`src/rtl/dict_pkg.sv`:
```
package dict_pkg;
  // per-beat control of one signature accumulator
  typedef struct packed {
    logic start;  // zero the running signature
    logic fire;   // a beat is consumed this cycle
    logic last;   // consumed beat closes the word
  } beat_ctl_t;

  localparam int DEF_CHAR_W = 8;
  localparam int DEF_HASH_W = 18;
  localparam int DEF_ROT    = 7;
  localparam int DEF_IDX_W  = 10;
endpackage

```
`src/rtl/dict_hash_acc.sv`:
```
module dict_hash_acc
  import dict_pkg::*;
#(
  parameter int HASH_W = DEF_HASH_W,
  parameter int PAIR_W = 2 * DEF_CHAR_W,
  parameter int ROT    = DEF_ROT,
  parameter logic [HASH_W-1:0] KEY = '0
) (
  input  logic              clk,
  input  logic              rst_n,
  input  beat_ctl_t         ctl,
  input  logic [PAIR_W-1:0] pair,
  output logic [HASH_W-1:0] h_next
);
  localparam int PAD = HASH_W - PAIR_W;
  localparam int RL  = ROT % HASH_W;

  logic [HASH_W-1:0] h_q;
  logic [HASH_W-1:0] base;
  logic [HASH_W-1:0] mix;

  always_comb begin
    base = ctl.start ? '0 : h_q;
    mix  = base ^ {{PAD{1'b0}}, pair} ^ KEY;
  end

  generate
    if (RL == 0) begin : g_norot
      assign h_next = mix;
    end else begin : g_rot
      assign h_next = {mix[HASH_W-RL-1:0], mix[HASH_W-1:HASH_W-RL]};
    end
  endgenerate

  always_ff @(posedge clk) begin
    if (!rst_n)          h_q <= '0;
    else if (ctl.fire)   h_q <= ctl.last ? '0 : h_next;
    else if (ctl.start)  h_q <= '0;
  end
endmodule

```
`src/rtl/dict_valid_table.sv`:
```
module dict_valid_table #(
  parameter int IDX_W = 10
) (
  input  logic             clk,
  input  logic             rst_n,
  input  logic             clr,
  input  logic             we,
  input  logic [IDX_W-1:0] widx,
  input  logic [IDX_W-1:0] ridx,
  output logic             rbit
);
  localparam int DEPTH = 1 << IDX_W;

  logic [DEPTH-1:0] vbits;

  always_ff @(posedge clk) begin
    if (!rst_n)   vbits <= '0;
    else if (clr) vbits <= '0;
    else if (we)  vbits[widx] <= 1'b1;
  end

  assign rbit = vbits[ridx];
endmodule

```
`src/rtl/dict_lookup.sv`:
```
module dict_lookup
  import dict_pkg::*;
#(
  parameter int CHAR_W = DEF_CHAR_W,
  parameter int HASH_W = DEF_HASH_W,
  parameter int ROT    = DEF_ROT,
  parameter int IDX_W  = DEF_IDX_W,
  parameter logic [HASH_W-1:0] KEY = 18'h2B5A7
) (
  input  logic              clk,
  input  logic              rst_n,
  input  logic              q_start,
  input  logic              q_valid,
  output logic              q_ready,
  input  logic [2*CHAR_W-1:0] q_pair,
  input  logic              q_last,
  input  logic              ld_start,
  input  logic              ld_valid,
  output logic              ld_ready,
  input  logic [2*CHAR_W-1:0] ld_pair,
  input  logic              ld_last,
  input  logic              tbl_clear,
  output logic              res_done,
  output logic              res_hit
);
  localparam int PAIR_W = 2 * CHAR_W;

  beat_ctl_t         q_ctl, l_ctl;
  logic [HASH_W-1:0] q_sig, l_sig;
  logic              rd_bit;

  assign q_ready = !tbl_clear;
  assign ld_ready = !tbl_clear;

  always_comb begin
    q_ctl.start = q_start;
    q_ctl.fire  = q_valid && q_ready;
    q_ctl.last  = q_last;
    l_ctl.start = ld_start;
    l_ctl.fire  = ld_valid && ld_ready;
    l_ctl.last  = ld_last;
  end

  dict_hash_acc #(.HASH_W(HASH_W), .PAIR_W(PAIR_W), .ROT(ROT), .KEY(KEY)) u_qhash (
    .clk(clk), .rst_n(rst_n), .ctl(q_ctl), .pair(q_pair), .h_next(q_sig)
  );

  dict_hash_acc #(.HASH_W(HASH_W), .PAIR_W(PAIR_W), .ROT(ROT), .KEY(KEY)) u_lhash (
    .clk(clk), .rst_n(rst_n), .ctl(l_ctl), .pair(ld_pair), .h_next(l_sig)
  );

  dict_valid_table #(.IDX_W(IDX_W)) u_tbl (
    .clk(clk), .rst_n(rst_n), .clr(tbl_clear),
    .we(l_ctl.fire && l_ctl.last),
    .widx(l_sig[IDX_W-1:0]),
    .ridx(q_sig[IDX_W-1:0]),
    .rbit(rd_bit)
  );

  always_ff @(posedge clk) begin
    if (!rst_n) begin
      res_done <= 1'b0;
      res_hit  <= 1'b0;
    end else begin
      res_done <= q_ctl.fire && q_ctl.last;
      res_hit  <= q_ctl.fire && q_ctl.last && rd_bit;
    end
  end
endmodule

```
`config.mk`:
```
export PLATFORM = sky130hd
export DESIGN_NAME = dict_lookup
export DESIGN_NICKNAME = d
export VERILOG_FILES = /design/src/rtl/dict_pkg.sv /design/src/rtl/dict_hash_acc.sv /design/src/rtl/dict_valid_table.sv /design/src/rtl/dict_lookup.sv
export SDC_FILE = /design/constraint.sdc
export NUM_CORES = 2
export LEC_CHECK = 0
export ABC_CLOCK_PERIOD_IN_PS = 3200
export BUFFER_PORTS_ARGS = -buffer_cell sky130_fd_sc_hd__buf_2
export CORE_MARGIN = 8
export CORE_UTILIZATION = 27
export DETAILED_ROUTE_END_ITERATION = 10
export SKIP_LAST_GASP = 1
export SLEW_MARGIN = 20
export SYNTH_ARGS = -nofsm -noshare
export SYNTH_HDL_FRONTEND = slang
export SYNTH_SLANG_ARGS = --single-unit
```
`constraint.sdc`:
```
create_clock -name clk -period 3.2 [get_ports clk]
set_input_delay 0.32 -clock clk [delete_from_list [all_inputs] [get_ports clk]]
set_output_delay 0.32 -clock clk [all_outputs]
set_load 0.01 [all_outputs]
```
---- Word level (Yosys, flattened, before mapping) ----
Cells that the tools add are included.
operators by class
  $lt $le $gt $ge ......................... 3
  mux-type cells .......................... 10
  reductions and logical operators ........ 8
  bitwise operators ....................... 6
operators by type and width
  operator                                                      count
  OR 1024 bit                                                   1
  2-to-1 mux 18 bit                                             6
  XOR 18 x 16 -> 18 bit                                         2
  less-than comparator 10 x 11 -> 1 bit, second input constant  2
  inverter 11 bit                                               2
  binary-select mux 1 bit (select 10 bit)                       1
  demux 1 bit (select 10 bit)                                   1
  >= comparator 10 x 1 -> 1 bit, second input constant          1
  logical AND 1 bit                                             6
  2-to-1 mux 1 bit                                              2
  OR reduction 2 bit                                            1
  logical NOT 1 bit                                             1
  inverter 1 bit                                                1
storage, ports and cells
  logic and storage cells ................. 32
  input port bits ......................... 41
  output and inout port bits .............. 4
  register bits ........................... 1062

---- Logic depth before layout (Yosys ltp) ----
  depth in word-level cells ............... 8
  mapped depth ............................ 14

---- By module ----
From an unflattened synthesis, not the netlist that was laid out.
unflattened totals
  cells, all modules ...................... 4384
  area total of the unflattened synthesis .. 41882.7 sq um
by module, submodules not included
  module            instances  cells an instance  area an instance (sq um)
  dict_valid_table  1          4207               40047.2
  dict_hash_acc     2          84                 874.6
  dict_lookup       1          9                  86.3

---- Worst setup path after synthesis ----
No wires, ideal clock.
  path type ............................... in2reg
  start point ............................. input q_pair[11]
  end point ............................... register res_hit
  stages .................................. 11
  required time ........................... 3.070 ns
  library setup time ...................... 0.130 ns
  slack ................................... 0.704 ns
  arrival time ............................ 2.366 ns
  path through ............................ buf_4 > xnor2_4 > buf_8 > buf_6 > mux4_2 > a311oi_1 > o211ai_1 > nand4_1 > a21oi_1 > nor4_1 > o32ai_1
on the way
  longest elaborated chain between the ends .. 4
RTL lines
  element                                  RTL line                text
  start: declaration                       dict_lookup.sv:15       input logic [2*CHAR_W-1:0] q_pair,
  XOR 18 x 16 -> 18 bit                    dict_hash_acc.sv:24     mix = base ^ {{PAD{1'b0}}, pair} ^ KEY;
  binary-select mux 1 bit (select 10 bit)  dict_valid_table.sv:22  assign rbit = vbits[ridx];
  2-to-1 mux 1 bit (not written as such)   dict_valid_table.sv:22
  logical AND 1 bit                        dict_lookup.sv:66       res_hit <= q_ctl.fire && q_ctl.last && rd_bit;
  end signal: assignment                   dict_lookup.sv:66
  end: declaration                         dict_lookup.sv:24       output logic res_hit
Every way passes these cells. The select of a mux whose other input is x is not followed.
A chain may end at the register's enable or synchronous reset.

---- Final worst setup path ----
  start point ............................. register u_qhash.h_q[12]
  end point ............................... register res_hit
on the way
  longest elaborated chain between the ends .. 6
RTL lines
  element                                  RTL line                text
  start: declaration                       dict_hash_acc.sv:18     logic [HASH_W-1:0] h_q;
  start signal: assignment                 dict_hash_acc.sv:37     else if (ctl.fire) h_q <= ctl.last ? '0 : h_next;
  2-to-1 mux 18 bit                        n/a
  XOR 18 x 16 -> 18 bit                    dict_hash_acc.sv:24
  inverter 11 bit (no line)                n/a
  binary-select mux 1 bit (select 10 bit)  dict_valid_table.sv:22
  2-to-1 mux 1 bit (not written as such)   dict_valid_table.sv:22
  logical AND 1 bit                        dict_lookup.sv:66
Every way passes these cells. The select of a mux whose other input is x is not followed.

==> impl_metrics.yaml <==
routing:
  num_vias: 37700
  drt-vias-per-instance: 5.28
  drtAntennaViolNets: 0
  drt_wl_total_um: 152000
  drtPass1Iterations: 6
  routedWlPerCell_um: 21.4
  drtIter0Drc: 4712
  drcViolationCount: 0
layout:
  final-seq-area_mm2: 0.0213
  multi_input_area_mm2: 0.0197
  final_nets: 5002
  final_layout_size_suffix_gt1_share_pct: 14.4
  fill_cells: 16200
  areaGrowthSynthToFinish_pct: 19.3
timing:
  setup_tns_ns: 0
  worst_pin_slew_ns: 0.871
  period_share_pct: 99.7
  period_needed_ns: 3.19
  layout_setup_ws_ns: 0.0103
  hold-worst-slack_ns: 0.0528
  slew_violations: 0
  relSlewSlack_pct: 41.9
  hold_viol: 0
  finClkSkew_ns: 0.0254
  setup_viol: 0
  fmaxAchievable_ghz: 0.314
yosys:
  yosysMostFrequentCell: "nor2_1"
  synth-async-reset-ratio_pct: 0
  yosysTopAreaCell: "dfxtp_1"
  synth_common_cells: "nor2_1 (1,125), a21oi_1 (1,062), dfxtp_1 (1,062)"
  syn_inst: 4968
  synth_top_area_share_pct: 49.8
  avgSynthCellArea_um2: 8.59
  syn_nets: 5009
  synth_seq_cells: 1062
  syn_area_mm2: 0.0427
  synth-edff-count: 0
  ys_seq_area_share_pct: 49.8
  yosysUniqueCellTypes: 62
  yosys_warnings: 0
  ys_top_cells_by_area: "dfxtp_1 (50%), a21oi_1 (12%), nor2_1 (9.9%), mux4_2 (5.3%), mux2i_1 (4.0%)"
  synthFlopType: "dfxtp_1"
die:
  chipWidth_um: 414
  rows: 146
  core_area_mm2: 0.158
  start_util_pct: 27.1
  dieArea_mm2: 0.171
  die_h_um: 414
  num_io_pins: 45
clock_tree:
  cts.sink_count: 1062
  numCtsBuffers: 110
  cts_htree_levels: 3
  cts_tree: "built"
  cts-root-buf: "clkbuf_16"
  clkSlewWorstSetupHoldPaths_ns: 0.06
  insertion_delay_ns: 0.70
  clk_path_buf_depth: 3
grt:
  grt_pass1_wl_um: 224000
  grt_max_degree: 136
  grt_use_total_pct: 16.8
  grt_remaining_overflow: 0
  grt_pass1_vias: 34700
  antenna_found_initial: 0
power_and_ir_drop:
  switching_share_pct: 23.8
  powerDensity_mw_per_mm2: 565
  seqPwrFrac_pct: 46.1
  clkPwrFrac_pct: 47.2
  netSwitchingPower_mw: 6.84
  ir_worst_vdd_v: 0.000430
  p_int_mw: 21.9
  combPwrFrac_pct: 6.7
  p_leak_nw: 17.1
critical_path:
  crit_type: "register to register"
  cp.buffers_inverters: 3
  cp_slowest_cell: "dfxtp_2"
  critPathArrivalTime_ns: 3.76
  path_max_fanout: 16
  start_kind: "register"
  cp_top_family: "simple AND/OR/NAND/NOR gates"
  crit_path_end_kind: "register"
  max_stage_delay_ns: 0.37
  worstPathCellList: "and2b_4, buf_4, xor2_4, nor2_4, buf_6, a32oi_1, a22oi_1, nand3_1, a31oi_2, nand3_1, nor3_1, buf_4, o32ai_2"
  cp.required_ns: 3.77
run_status:
  status: "completed"
placed_design:
  port-buffer-count: 44
  routabilityCongestion: 0.874
  dp_worst_setup_slack_ns: -0.436
  dpl.hpwl_um: 90500
min_path:
  min_path_type: "primary input to register"
flow_run:
  maxCapViolCount: 0
[through the flow]
stage / cells / total power [mW] / utilization [%] / instance area [um^2]
global placement: 6894 / 15.3 / 29.5 / 46500
floorplan: 4968 / 14.6 / - / 42700
detailed placement: 6894 / 15.3 / 29.5 / 46500
CTS: 7121 / 28.8 / 32.1 / 50600
global route: 7126 / 29.5 / 32.3 / 50900
finish: 7127 / 28.7 / 32.3 / 50900
[final cells by class]
cell class,count,area share [%]
diodes,1,0.00492
clock buffers,160,6.37
clock inverters,45,1.20
inverters,8,0.0590
multi-input cells,3431,38.8
flip-flops and latches,1062,41.8
well taps,2072,5.10
repair buffers,348,6.69
[power by group through the flow]
| stage | clock network (mW) | logic, mW | registers (mW) |
|---|---|---|---|
| 6_report | 13.6 | 1.93 | 13.2 |
| 5_1_grt | 14.3 | 2.01 | 13.2 |
| 4_1_cts | 13.7 | 1.85 | 13.2 |
| 3_5_place_dp | 0 | 1.81 | 13.5 |
| 3_3_place_gp | 0 | 1.80 | 13.5 |
| 2_1_floorplan | 0 | 1.09 | 13.5 |
[cells in the final DEF (no fill, tap or decap), types with 28 or more instances in the layout]
master     synthesis  final
mux2i_1          170    170
a31oi_1           41     39
clkbuf_8           0     28
clkbuf_16          0    114
nor2_2             1     31
a22oi_1           48     47
nor2_1          1125   1077
mux4_2           101    101
nand3_1          144    143
nand2_1          315    314
buf_4             11    219
a21oi_1         1062   1061
buf_2             53     44
a221oi_1          46     43
o21ai_0           43     43
buf_12             4     54
a32oi_1           77     75
nor2b_1           31     31
dfxtp_1         1062   1059
and2_1            29     29
[logic make-up after synthesis]
family | share of synthesized area, %
DFF | 49.8
buffers and inverters | 5.06
xor gates and xnor gates | 0.636
AOI/OAI and AO/OA | 18.4
and+or+nand+nor | 16.7
muxes | 9.32
[what timing repair did]
action,CTS,global route
hold buffers,16,0
endpoints found under the hold margin,16,0
gates cloned,1,4
gates resized for setup,7,27
buffers inserted,5,1
pin swaps,3,5
setup endpoints to repair,1,1
[path summary, 6_finish.rpt]
| check | startpoint | to | slack [ns] | cells after the start |
|---|---|---|---|---|
| worst max-delay path | u_qhash.h_q[12]$_SDFF_PN0_ | res_hit$_SDFF_PN0_ | 0.01 | 13 |
| worst min-delay path | q_pair[9] | u_qhash.h_q[16]$_SDFF_PN0_ | 0.05 | 4 |
| worst max register to register | u_qhash.h_q[12]$_SDFF_PN0_ | res_hit$_SDFF_PN0_ | 0.01 | 13 |
| worst min register to register | u_tbl.vbits[538]$_SDFFE_PP0P_ | u_tbl.vbits[538]$_SDFFE_PP0P_ | 0.46 | 2 |
[state kept, by name, summed over array words and instances (netlist names)]
| register | count |
|---|---|
| u_tbl.vbits | 1024 |
| u_lhash.h_q | 18 |
| u_qhash.h_q | 18 |
| res_done | 1 |
| res_hit | 1 |
[layer usage]
layer | vias up | global-route usage (%) | part of all wire [%]
li1 | 17200 | - | -
met5 | - | 0 | 0
met2 | 1837 | 26.0 | 44
met3 | 336 | 2.96 | 8.6
met4 | 0 | 7.75 | 4.6
met1 | 18300 | 22.8 | 43
[worst register-to-register path: cells and delay by family (launching register included)]
family	cells	cell delay [ns]
AND/OR/NAND/NOR	5	1.07
AO/OA/AOI/OAI	4	0.86
buffers and inverters	3	0.61
flip-flops	1	0.37
XOR/XNOR	1	0.18
No activity file was read; power rests on OpenSTA's default activity.
